`src/rtl/phase_div_pkg.sv`:
```
package phase_div_pkg;

  // Rising transition between the stage ahead and the current output stage.
  function automatic logic rising(input logic ahead, input logic now);
    return ahead & ~now;
  endfunction

  // A primary edge advances the divider once release has been accepted,
  // or at the edge where the synchronised release is first seen.
  function automatic logic accept_edge(input logic running, input logic rel_seen,
                                       input logic edge_hit);
    return edge_hit & (running | rel_seen);
  endfunction

  // Level of divider k for a given down-count value.
  function automatic logic ratio_level(input int count_val, input int k);
    return ((count_val >> k) & 1) != 0;
  endfunction

endpackage

```
`src/rtl/phase_div_sync.sv`:
```
module phase_div_sync #(
  parameter int STAGES = 2
) (
  input  logic clk,
  input  logic arst,
  input  logic d,
  output logic q
);
  logic [STAGES-1:0] shift_q;

  always_ff @(posedge clk or posedge arst) begin
    if (arst) shift_q <= '0;
    else      shift_q <= {shift_q[STAGES-2:0], d};
  end

  assign q = shift_q[STAGES-1];
endmodule

```
`src/rtl/phase_div_tapline.sv`:
```
module phase_div_tapline #(
  parameter int WIDTH = 4,
  parameter int DEPTH = 4
) (
  input  logic             clk,
  input  logic             arst,
  input  logic [WIDTH-1:0] din,
  output logic [WIDTH-1:0] tap_last,
  output logic             lead_ahead
);
  logic [DEPTH-1:0][WIDTH-1:0] stage_q;

  for (genvar g = 0; g < DEPTH; g++) begin : g_stage
    if (g == 0) begin : g_first
      always_ff @(posedge clk or posedge arst) begin
        if (arst) stage_q[0] <= '0;
        else      stage_q[0] <= din;
      end
    end else begin : g_next
      always_ff @(posedge clk or posedge arst) begin
        if (arst) stage_q[g] <= '0;
        else      stage_q[g] <= stage_q[g-1];
      end
    end
  end

  assign tap_last   = stage_q[DEPTH-1];
  assign lead_ahead = stage_q[DEPTH-2][0];
endmodule

```
`src/rtl/phase_div_core.sv`:
```
module phase_div_core
  import phase_div_pkg::*;
#(
  parameter int DIV_BITS = 3
) (
  input  logic                clk,
  input  logic                arst,
  input  logic                edge_hit,
  input  logic                rel_seen,
  output logic                run_q,
  output logic [DIV_BITS-1:0] div_q
);
  localparam logic [DIV_BITS-1:0] CNT_ONE = {{(DIV_BITS-1){1'b0}}, 1'b1};

  logic [DIV_BITS-1:0] cnt_q;
  logic [DIV_BITS-1:0] cnt_d;
  logic [DIV_BITS-1:0] lvl_d;
  logic                take;

  assign take  = accept_edge(run_q, rel_seen, edge_hit);
  assign cnt_d = cnt_q - CNT_ONE;

  for (genvar k = 0; k < DIV_BITS; k++) begin : g_level
    assign lvl_d[k] = ratio_level(int'(cnt_d), k);
  end

  always_ff @(posedge clk or posedge arst) begin
    if (arst) begin
      cnt_q <= '0;
      run_q <= 1'b0;
      div_q <= '0;
    end else if (take) begin
      cnt_q <= cnt_d;
      run_q <= 1'b1;
      div_q <= lvl_d;
    end
  end
endmodule

```
`src/rtl/phase_div_clkgen.sv`:
```
module phase_div_clkgen
  import phase_div_pkg::*;
#(
  parameter int N_AUX        = 3,
  parameter int DIV_BITS     = 3,
  parameter int DELAY_STAGES = 4,
  parameter int SYNC_STAGES  = 2
) (
  input  logic                clk_smp,
  input  logic                rst,
  input  logic                clk_main,
  input  logic [N_AUX-1:0]    clk_aux,
  input  logic                release_in,
  output logic                main_q,
  output logic [DIV_BITS-1:0] div_q,
  output logic [N_AUX-1:0]    aux_q
);
  localparam int LANES = 1 + N_AUX;

  logic             rst_hold_n;
  logic             rst_int;
  logic             rel_seen;
  logic [LANES-1:0] lane_out;
  logic             lead_ahead;
  logic             pre_rise;
  logic             run_q;

  phase_div_sync #(.STAGES(SYNC_STAGES)) u_rst_sync (
    .clk (clk_smp), .arst(rst), .d(1'b1), .q(rst_hold_n)
  );
  assign rst_int = ~rst_hold_n;

  phase_div_sync #(.STAGES(SYNC_STAGES)) u_rel_sync (
    .clk (clk_smp), .arst(rst_int), .d(release_in), .q(rel_seen)
  );

  // Lane 0 is the primary clock; every lane shares one delay line depth.
  phase_div_tapline #(.WIDTH(LANES), .DEPTH(DELAY_STAGES)) u_taps (
    .clk       (clk_smp),
    .arst      (rst_int),
    .din       ({clk_aux, clk_main}),
    .tap_last  (lane_out),
    .lead_ahead(lead_ahead)
  );

  assign pre_rise = rising(lead_ahead, lane_out[0]);

  phase_div_core #(.DIV_BITS(DIV_BITS)) u_core (
    .clk     (clk_smp),
    .arst    (rst_int),
    .edge_hit(pre_rise),
    .rel_seen(rel_seen),
    .run_q   (run_q),
    .div_q   (div_q)
  );

  assign main_q = lane_out[0];
  assign aux_q  = lane_out[LANES-1:1];
endmodule

```
`config.mk`:
```
export PLATFORM = sky130hd
export DESIGN_NAME = phase_div_clkgen
export DESIGN_NICKNAME = d
export VERILOG_FILES = /design/src/rtl/phase_div_pkg.sv /design/src/rtl/phase_div_sync.sv /design/src/rtl/phase_div_tapline.sv /design/src/rtl/phase_div_core.sv /design/src/rtl/phase_div_clkgen.sv
export SDC_FILE = /design/constraint.sdc
export NUM_CORES = 1
export LEC_CHECK = 0
export ABC_CLOCK_PERIOD_IN_PS = 800
export BUFFER_PORTS_ARGS = -buffer_cell sky130_fd_sc_hd__buf_2
export CORE_AREA = 4 4 51 53
export DETAILED_ROUTE_END_ITERATION = 10
export DIE_AREA = 0 0 55 57
export SLEW_MARGIN = 10
export SYNTH_ARGS = -nofsm -noshare
export SYNTH_HDL_FRONTEND = slang
export SYNTH_SLANG_ARGS = --single-unit
```
`constraint.sdc`:
```
create_clock -name clk_smp -period 0.8 [get_ports clk_smp]
set_clock_uncertainty 0.1 [all_clocks]
set_input_delay 0.16 -clock clk_smp [delete_from_list [all_inputs] [get_ports clk_smp]]
set_output_delay 0.16 -clock clk_smp [all_outputs]
set_load 0.03 [all_outputs]
```
==> qor.csv, run 1 <==
metric;value;unit
avgSynthCellArea;18.4;um2
rr_startpoint;u_core.cnt_q[0]$_DFFE_PN0P_;
yosysWarnings;0;
die_x;55;um
ios;14;
vias;350;
ys_seq_area_share;83.8;%
place_inst;79;
grt_busiest_layer;met2;
syn_area;717;um2
clock_sinks;24;
cts_tree;done;
chipHeight;57;um
cts_buffer_depth;2;
crit_chain;buf_6 -> buf_6;
drcViolationCount;0;
grt_pass1_vias;340;
wl;813;um
final_common_cell;dfrtp_1;
setup_viol;11;
slowest_stage;dfrtp_2;
die_area;3140;um2
violations;hold timing, setup timing;
drive_above_1_share;50.0;%
numPortBuffers;13;
synth_cell_types;11;
place.gp.congestion;0.681;
antenna_cells;0;
crit_family;flip-flops;
total_power;3.08;mW
power_density;2980;nW/um2
clk_pin_slew;0.12;ns
cts_buffers;3;
crit_buf_inv;2;
insertion_delay;0.30;ns
grt_setup_unrepaired;true;
wire_per_inst;8.65;um
crit_top_cell;buf_6;
gr-usage-met2;9.12;%
syn_inst;39;
cp.arrival;0.98;ns
cp.required;0.54;ns
drtPass1Iterations;2;
met1_usage;7.40;%
fin_cells;94;
start_util;33.4;%
grt_pass1_wl;1.38;mm
fin_crit;1.24;ns
critPathCaptureType;output pin;
use_met3;3.13;%
grtUsageTotal;6.69;%
nets;75;
ctsHtreeMaxLevel;1;
place_worst_setup_slack;-0.235;ns
overflow;0;
whs;-0.0164;ns
yosys_register_bits;24;
num_rows;17;
timing.critical_path.from;u_core.cnt_q[0]$_DFFE_PN0P_;
p_leak;0.485;nW
grt_max_degree;19;
drt_iter0_drc;1;
fin_ws;-0.438;ns
critPathMaxFanout;2;
hold_viol_final;4;
cts_root_buffer;clkbuf_4;
fmax;808;MHz
antenna_found_initial;0;
critical_path_class;reg -> out;
fillers;182;
critical-path-max-stage-delay;0.43;ns
final_cell_mix;dfrtp_1, buf_6, dlygate4sd3_1, buf_2, dfrtp_2;
status;complete, but fails checks;
worst_setup_path_start_kind;flip-flop;
syn_nets;47;
core-area;2150;um2
area_delta_synth_final;44.0;%
fin_crit_sh;155;%
maxSlewViolCount;0;
ant_nets;0;
timing.max_cap.violations;0;
hpwl;556;um
peakVddDrop;1490;uV
hp-class;reg -> async;
viasPerCell;3.72;
==> where the power goes <==
group / leakage, nW / internal [mW] / switching [mW]
sequential: 0.273 / 1.35 / 0.0826
clock: 0.0279 / 0.506 / 0.328
combinational: 0.184 / 0.441 / 0.367
total: 0.485 / 2.30 / 0.777
==> cell families (layout without fill, tap and decap cells) <==
kind of cell	after synthesis	count (layout)	synth area share, %
AO/OA/AOI/OAI	3	3	3.49
XOR/XNOR	2	2	2.44
adder cells (fa/ha/maj)	1	1	1.74
buffers and inverters	6	33	4.71
flip-flops	24	24	83.8
multiplexers	1	1	1.40
other	1	1	0.523
AND/OR/NAND/NOR	1	1	1.92
==> worst register-to-register path: cells and delay by family (launching register included) <==
family                     cells  cell delay [ns]
AOI/OAI and AO/OA              1             0.10
buffers and inverters          2             0.18
xor gates and xnor gates       1             0.13
DFF                            1             0.43
adders and majority gates      1             0.13
==> flip-flops by register name, indices dropped and copies added (netlist names) <==
| name | cells |
|---|---|
| u_core.cnt_q | 3 |
| u_rel_sync.shift_q | 2 |
| u_taps.lead_ahead | 1 |
| u_core.run_q | 1 |
| u_taps.tap_last | 4 |
| u_taps.stage_q | 11 |
| u_rst_sync.shift_q | 2 |
==> per-stage QoR <==
step           utilization, %  setup TNS [ns]  area, um2
2_1_floorplan               -          -0.934        722
3_3_place_gp             38.5          -0.866        827
3_5_place_dp             38.5          -0.931        827
4_1_cts                  48.0           -3.66       1030
5_1_grt                  48.0           -4.12       1030
6_report                 48.0           -3.51       1030
==> routing by layer <==
metal / share of wire [%] / vias up / routed length, um
met5: 0 / - / 0
met2: 48 / 13 / 394
met4: 4.4 / 0 / 36
li1: - / 170 / -
met3: 7.9 / 4 / 64
met1: 39 / 163 / 318
==> worst paths after layout <==
| check | endpoint | slack (ns) | cells past startpoint |
|---|---|---|---|
| worst min register to register | u_taps.stage_q[2]$_DFF_PN0_ | -0.02 | 0 |
| worst max-delay path | div_q[0] | -0.44 | 2 |
| worst min-delay path | u_taps.stage_q[2]$_DFF_PN0_ | -0.02 | 0 |
| worst max register to register | u_core.cnt_q[2]$_DFFE_PN0P_ | -0.37 | 5 |
| min in group clk_smp | u_taps.stage_q[5]$_DFF_PN0_ | 0.26 | 0 |
| max in group asynchronous | u_core.cnt_q[0]$_DFFE_PN0P_ | 0.30 | 1 |
==> area by class of cell <==
cell class / instances / area, um2 / share of cell area (%)
inverters: 3 / 11.3 / 1.09
clock inverters: 1 / 30.0 / 2.91
well taps: 28 / 35.0 / 3.39
clock buffers: 3 / 22.5 / 2.18
flip-flops and latches: 24 / 606 / 58.7
repair buffers: 26 / 245 / 23.8
multi-input cells: 9 / 82.6 / 8.00
==> cell usage after synthesis <==
cell / n / area, um2
dfrtp_1: 24 / 601
buf_4: 3 / 22.5
inv_1: 3 / 11.3
xnor2_1: 2 / 17.5
a21o_2: 1 / 8.76
conb_1: 1 / 3.75
ha_1: 1 / 12.5
mux2i_1: 1 / 10.0
nor2b_4: 1 / 13.8
o211ai_1: 1 / 7.51
o21ai_2: 1 / 8.76
==> what timing repair did <==
action | in CTS | in global routing
buffers inserted | 5 | 0
gates resized for setup | 17 | 0
setup endpoints to repair | 11 | 11
hold buffers | 6 | 0
pin swaps | 2 | 0
hold endpoints to repair | 11 | 0
No activity file was read; power rests on OpenSTA's default activity.
==> run 2, diff against run 1 <==
- TNS_END_PERCENT: not set -> 20
==> qor.csv, run 2 (synthesis results as in run 1) <==
metric;value;unit
status;complete, but fails checks;
violations;hold timing, setup timing;
ctsHtreeMaxLevel;1;
p_leak;0.474;nW
fin_ws;-0.438;ns
power_density;2990;nW/um2
numPortBuffers;13;
antenna_found_initial;0;
die_area;3140;um2
die_x;55;um
timing.max_cap.violations;0;
critical_path_class;reg -> out;
core-area;2150;um2
drive_above_1_share;48.4;%
critPathMaxFanout;2;
grtUsageTotal;6.53;%
ios;14;
drcViolationCount;0;
setup_viol;11;
chipHeight;57;um
hold_viol_final;4;
fmax;808;MHz
grt_max_degree;19;
start_util;33.4;%
fin_crit_sh;155;%
place_worst_setup_slack;-0.235;ns
vias;340;
fillers;182;
regMostFlops;u_taps.stage_q;
hp-class;reg -> async;
worst_setup_path_start_kind;flip-flop;
peakVddDrop;1390;uV
cp.arrival;0.98;ns
final_common_cell;dfrtp_1;
whs;-0.0165;ns
area_delta_synth_final;41.4;%
clock_sinks;24;
num_rows;17;
largest_reg_flops;11;
drtPass1Iterations;2;
critPathCaptureType;output pin;
final_cell_mix;dfrtp_1, buf_6, dlygate4sd3_1, buf_2, dfrtp_2;
fin_tns_setup;-3.41;ns
overflow;0;
total_power;3.03;mW
drt_iter0_drc;1;
fin_crit;1.24;ns
clk_pin_slew;0.12;ns
grt_pass1_wl;1.34;mm
cts_root_buffer;clkbuf_4;
grt_setup_unrepaired;true;
viasPerCell;3.70;
nets;73;
cts_buffers;3;
insertion_delay;0.30;ns
wl;785;um
hpwl;556;um
place.gp.congestion;0.681;
wire_per_inst;8.53;um
antenna_cells;0;
grt_pass1_vias;327;
ant_nets;0;
cp.required;0.54;ns
cts_tree;done;
maxSlewViolCount;0;
cts_buffer_depth;2;
==> run 2: cell types whose count changed in the layout (fill, tap and decap cells not counted) <==
| cell | previous run | this run |
|---|---|---|
| buf_4 | 3 | 2 |
| buf_6 | 10 | 9 |
==> run 2: path summary, 6_finish.rpt <==
path                                                      start                          end  slack, ns  cells past startpoint
worst max-delay path                u_core.cnt_q[0]$_DFFE_PN0P_                     div_q[0]      -0.44                      2
worst min-delay path            u_rst_sync.shift_q[1]$_DFF_PP0_  u_taps.stage_q[2]$_DFF_PN0_      -0.02                      0
worst max register to register      u_core.cnt_q[0]$_DFFE_PN0P_  u_core.cnt_q[2]$_DFFE_PN0P_      -0.37                      5
worst min register to register  u_rst_sync.shift_q[1]$_DFF_PP0_  u_taps.stage_q[2]$_DFF_PN0_      -0.02                      0
max in group asynchronous       u_rst_sync.shift_q[1]$_DFF_PP0_  u_core.cnt_q[0]$_DFFE_PN0P_       0.30                      1
min in group clk_smp                u_taps.stage_q[1]$_DFF_PN0_  u_taps.stage_q[5]$_DFF_PN0_       0.26                      0
==> run 2: through the flow <==
step | util (%) | cells | cell area [um2]
final | 47.2 | 92 | 1010
after global routing | 47.2 | 92 | 1010
after CTS | 47.2 | 92 | 1010
after detailed placement | 38.5 | 79 | 827
after global placement | 38.5 | 79 | 827
after floorplan | - | 39 | 722
==> run 2: what timing repair did <==
item                                    CTS  global route
endpoints found under the setup margin   11            11
buffers inserted                          3             0
endpoints found under the hold margin    11             0
hold buffers                              6             0
pin swaps                                 2             0
resized for setup                        16             0
==> run 2: per-layer routing <==
| metal | up-vias | part of all wire (%) | wire [um] | GRT usage [%] |
|---|---|---|---|---|
| met5 | - | 0 | 0 | 0 |
| met2 | 13 | 47 | 372 | 8.78 |
| met4 | 0 | 4.6 | 36 | 6.25 |
| met3 | 4 | 8.2 | 64 | 3.13 |
| li1 | 166 | - | - | - |
| met1 | 157 | 40 | 312 | 7.23 |
==> run 2: worst max-delay path: stages (launching register included) <==
cell and delay, ns:
dfrtp_2 0.43, buf_6 0.12, buf_6 0.12
==> run 2: area by class of cell <==
type                            count  area (um2)  area share (%)
Inverter                            3        11.3            1.11
Clock inverter                      1        30.0            2.96
Multi-Input combinational cell      9        82.6            8.15
Tap cell                           28        35.0            3.46
Timing Repair Buffer               24         226            22.3
Sequential cell                    24         606            59.8
Clock buffer                        3        22.5            2.22
==> run 2: where the power goes <==
group	leakage (nW)	internal (mW)	total [mW]	switching, mW
clock	0.0279	0.506	0.834	0.327
sequential	0.273	1.35	1.44	0.0863
combinational	0.173	0.406	0.759	0.353
total	0.474	2.27	3.03	0.766
==> run 3, diff against run 2 <==
- CORE_AREA: 4 4 51 53 -> 4 4 52 54
- DIE_AREA: 0 0 55 57 -> 0 0 56 58
- HOLD_SLACK_MARGIN: not set -> 0.02
- SYNTH_HIERARCHICAL: not set -> 1
==> qor.csv, run 3 <==
metric;value;unit
critPathMaxFanout;2;
peakVddDrop;1980;uV
synth.largest_area_cell;dfrtp_1;
num_rows;17;
area_delta_synth_final;41.0;%
power_density;2840;nW/um2
die_x;56;um
synth-async-reset-ratio;100;%
hpwl;630;um
status;complete, but fails checks;
syn_nets;52;
regMostFlops;u_taps/stage_q;
grt_pass1_wl;1.73;mm
yosys-top-cells-area;dfrtp_1, buf_4, inv_1, xnor2_1, nor2b_4;
setup_viol;11;
synth_top_area_share;80.7;%
yosysMostFrequentCell;dfrtp_1;
grt_pass1_vias;391;
drive_above_1_share;48.6;%
syn_inst;44;
cts_tree;done;
chipHeight;58;um
ctsHtreeMaxLevel;1;
clk_pin_slew;0.12;ns
cp.required;0.54;ns
synth_edf_count;0;
viasPerCell;3.80;
fin_ws;-0.444;ns
core-area;2210;um2
overflow;0;
yosys_register_bits;24;
crit_buf_inv;2;
insertion_delay;0.30;ns
synth_flop_cell;dfrtp_1;
maxSlewViolCount;0;
cp.arrival;0.98;ns
cts_buffer_depth;2;
crit_family;flip-flops;
critical-path-max-stage-delay;0.44;ns
fin_crit_sh;156;%
antenna_cells;0;
largest_reg_flops;11;
final_cell_mix;dfrtp_1, buf_6, dlygate4sd3_1, buf_2, inv_1;
critPathCaptureType;output pin;
p_leak;0.510;nW
yosysWarnings;6;
wl;985;um
worst_setup_path_start_kind;flip-flop;
clock_sinks;24;
die_area;3250;um2
start_util;33.7;%
timing.max_cap.violations;0;
vias;372;
cts_root_buffer;clkbuf_4;
critical_path_class;reg -> out;
drcViolationCount;0;
cts_buffers;3;
synth_cell_types;11;
slowest_stage;dfrtp_2;
ant_nets;0;
ys_seq_area_share;80.7;%
crit_top_cell;buf_6;
grt_max_degree;17;
wire_per_inst;10.1;um
drt_iter0_drc;0;
grtUsageTotal;7.11;%
fin_crit;1.24;ns
numPortBuffers;13;
nets;79;
antenna_found_initial;0;
final_common_cell;dfrtp_1;
syn_area;744;um2
hold_viol_final;0;
fin_util;47.5;%
grt_setup_unrepaired;true;
drtPass1Iterations;1;
violations;setup timing;
hp-class;reg -> async;
ios;14;
place.gp.congestion;0.596;
avgSynthCellArea;16.9;um2
crit_chain;buf_6 -> buf_6;
total_power;2.98;mW
synth_common_cells;dfrtp_1, inv_1, buf_4;
fmax;804;MHz
fin_tns_setup;-3.41;ns
==> run 3: metrics by stage <==
stage,hold slack [ns],std cells,cell area [um2],worst slack [ns]
CTS,0.0286,97,1030,-0.445
detailed placement,-0.0885,84,865,-0.209
global route,0.0606,98,1050,-0.495
finish,0.0236,98,1050,-0.444
global placement,-0.0936,84,865,-0.200
floorplan,-0.199,44,759,-0.296
==> run 3: timing repair <==
| action | in CTS | in global routing |
|---|---|---|
| hold endpoints to repair | 7 | 0 |
| hold buffers | 6 | 0 |
| buffers inserted | 3 | 1 |
| resized for setup | 16 | 1 |
| pin swaps | 2 | 0 |
| setup endpoints to repair | 11 | 11 |
==> run 3: final cells by class <==
| class | count | area [um2] |
|---|---|---|
| inverter | 7 | 26.3 |
| timing repair buffer | 26 | 241 |
| multi-input combinational | 9 | 108 |
| clock buffer | 4 | 36.3 |
| tap | 28 | 35.0 |
| sequential | 24 | 603 |
| fill | 202 | 1160 |
==> run 3: cell families after synthesis <==
logic type,synth area share (%)
AO/OA/AOI/OAI,4.03
XOR/XNOR,2.35
AND/OR/NAND/NOR,1.85
multiplexers,1.34
flip-flops,80.7
adder cells (fa/ha/maj),1.68
buffers and inverters,7.56
other,0.504
==> run 3: power by group <==
part | internal, mW | leakage [nW] | total (mW) | switching, mW
Clock | 0.277 | 0.0210 | 0.598 | 0.321
Sequential | 1.35 | 0.275 | 1.44 | 0.0869
Combinational | 0.520 | 0.214 | 0.941 | 0.420
Total | 2.15 | 0.510 | 2.98 | 0.828
==> run 3: worst register-to-register path: stages (launching register included) <==
cell and delay, ns:
dfrtp_2 0.44, buf_4 0.14, inv_2 0.05, ha_4 0.11, o211ai_2 0.07, xnor2_1 0.13
==> run 3: final timing paths <==
check,start,to,slack [ns],cells past startpoint
setup / recovery,u_core/cnt_q[0]$_DFFE_PP0P_,div_q[0],-0.44,2
hold / removal,u_rst_sync/shift_q[1]$_DFF_PP0_,u_rel_sync/shift_q[0]$_DFF_PP0_,0.02,2
setup reg to reg,u_core/cnt_q[0]$_DFFE_PP0P_,u_core/cnt_q[2]$_DFFE_PP0P_,-0.34,5
hold reg to reg,u_rst_sync/shift_q[1]$_DFF_PP0_,u_rel_sync/shift_q[0]$_DFF_PP0_,0.02,2
max in group asynchronous,u_rst_sync/shift_q[1]$_DFF_PP0_,u_taps/tap_last[1]$_DFF_PP0_,0.31,3
min in group clk_smp,u_taps/stage_q[11]$_DFF_PP0_,u_taps/tap_last[3]$_DFF_PP0_,0.26,0
==> run 3: metal layers <==
metal	part of all wire [%]	global-route usage (%)	routed length, um	vias to the layer above
li1	-	-	-	182
met1	45	8.65	443	173
met2	45	10.4	442	13
met3	6.2	2.00	61	4
met4	3.9	6.10	38	0
met5	0	0	0	-
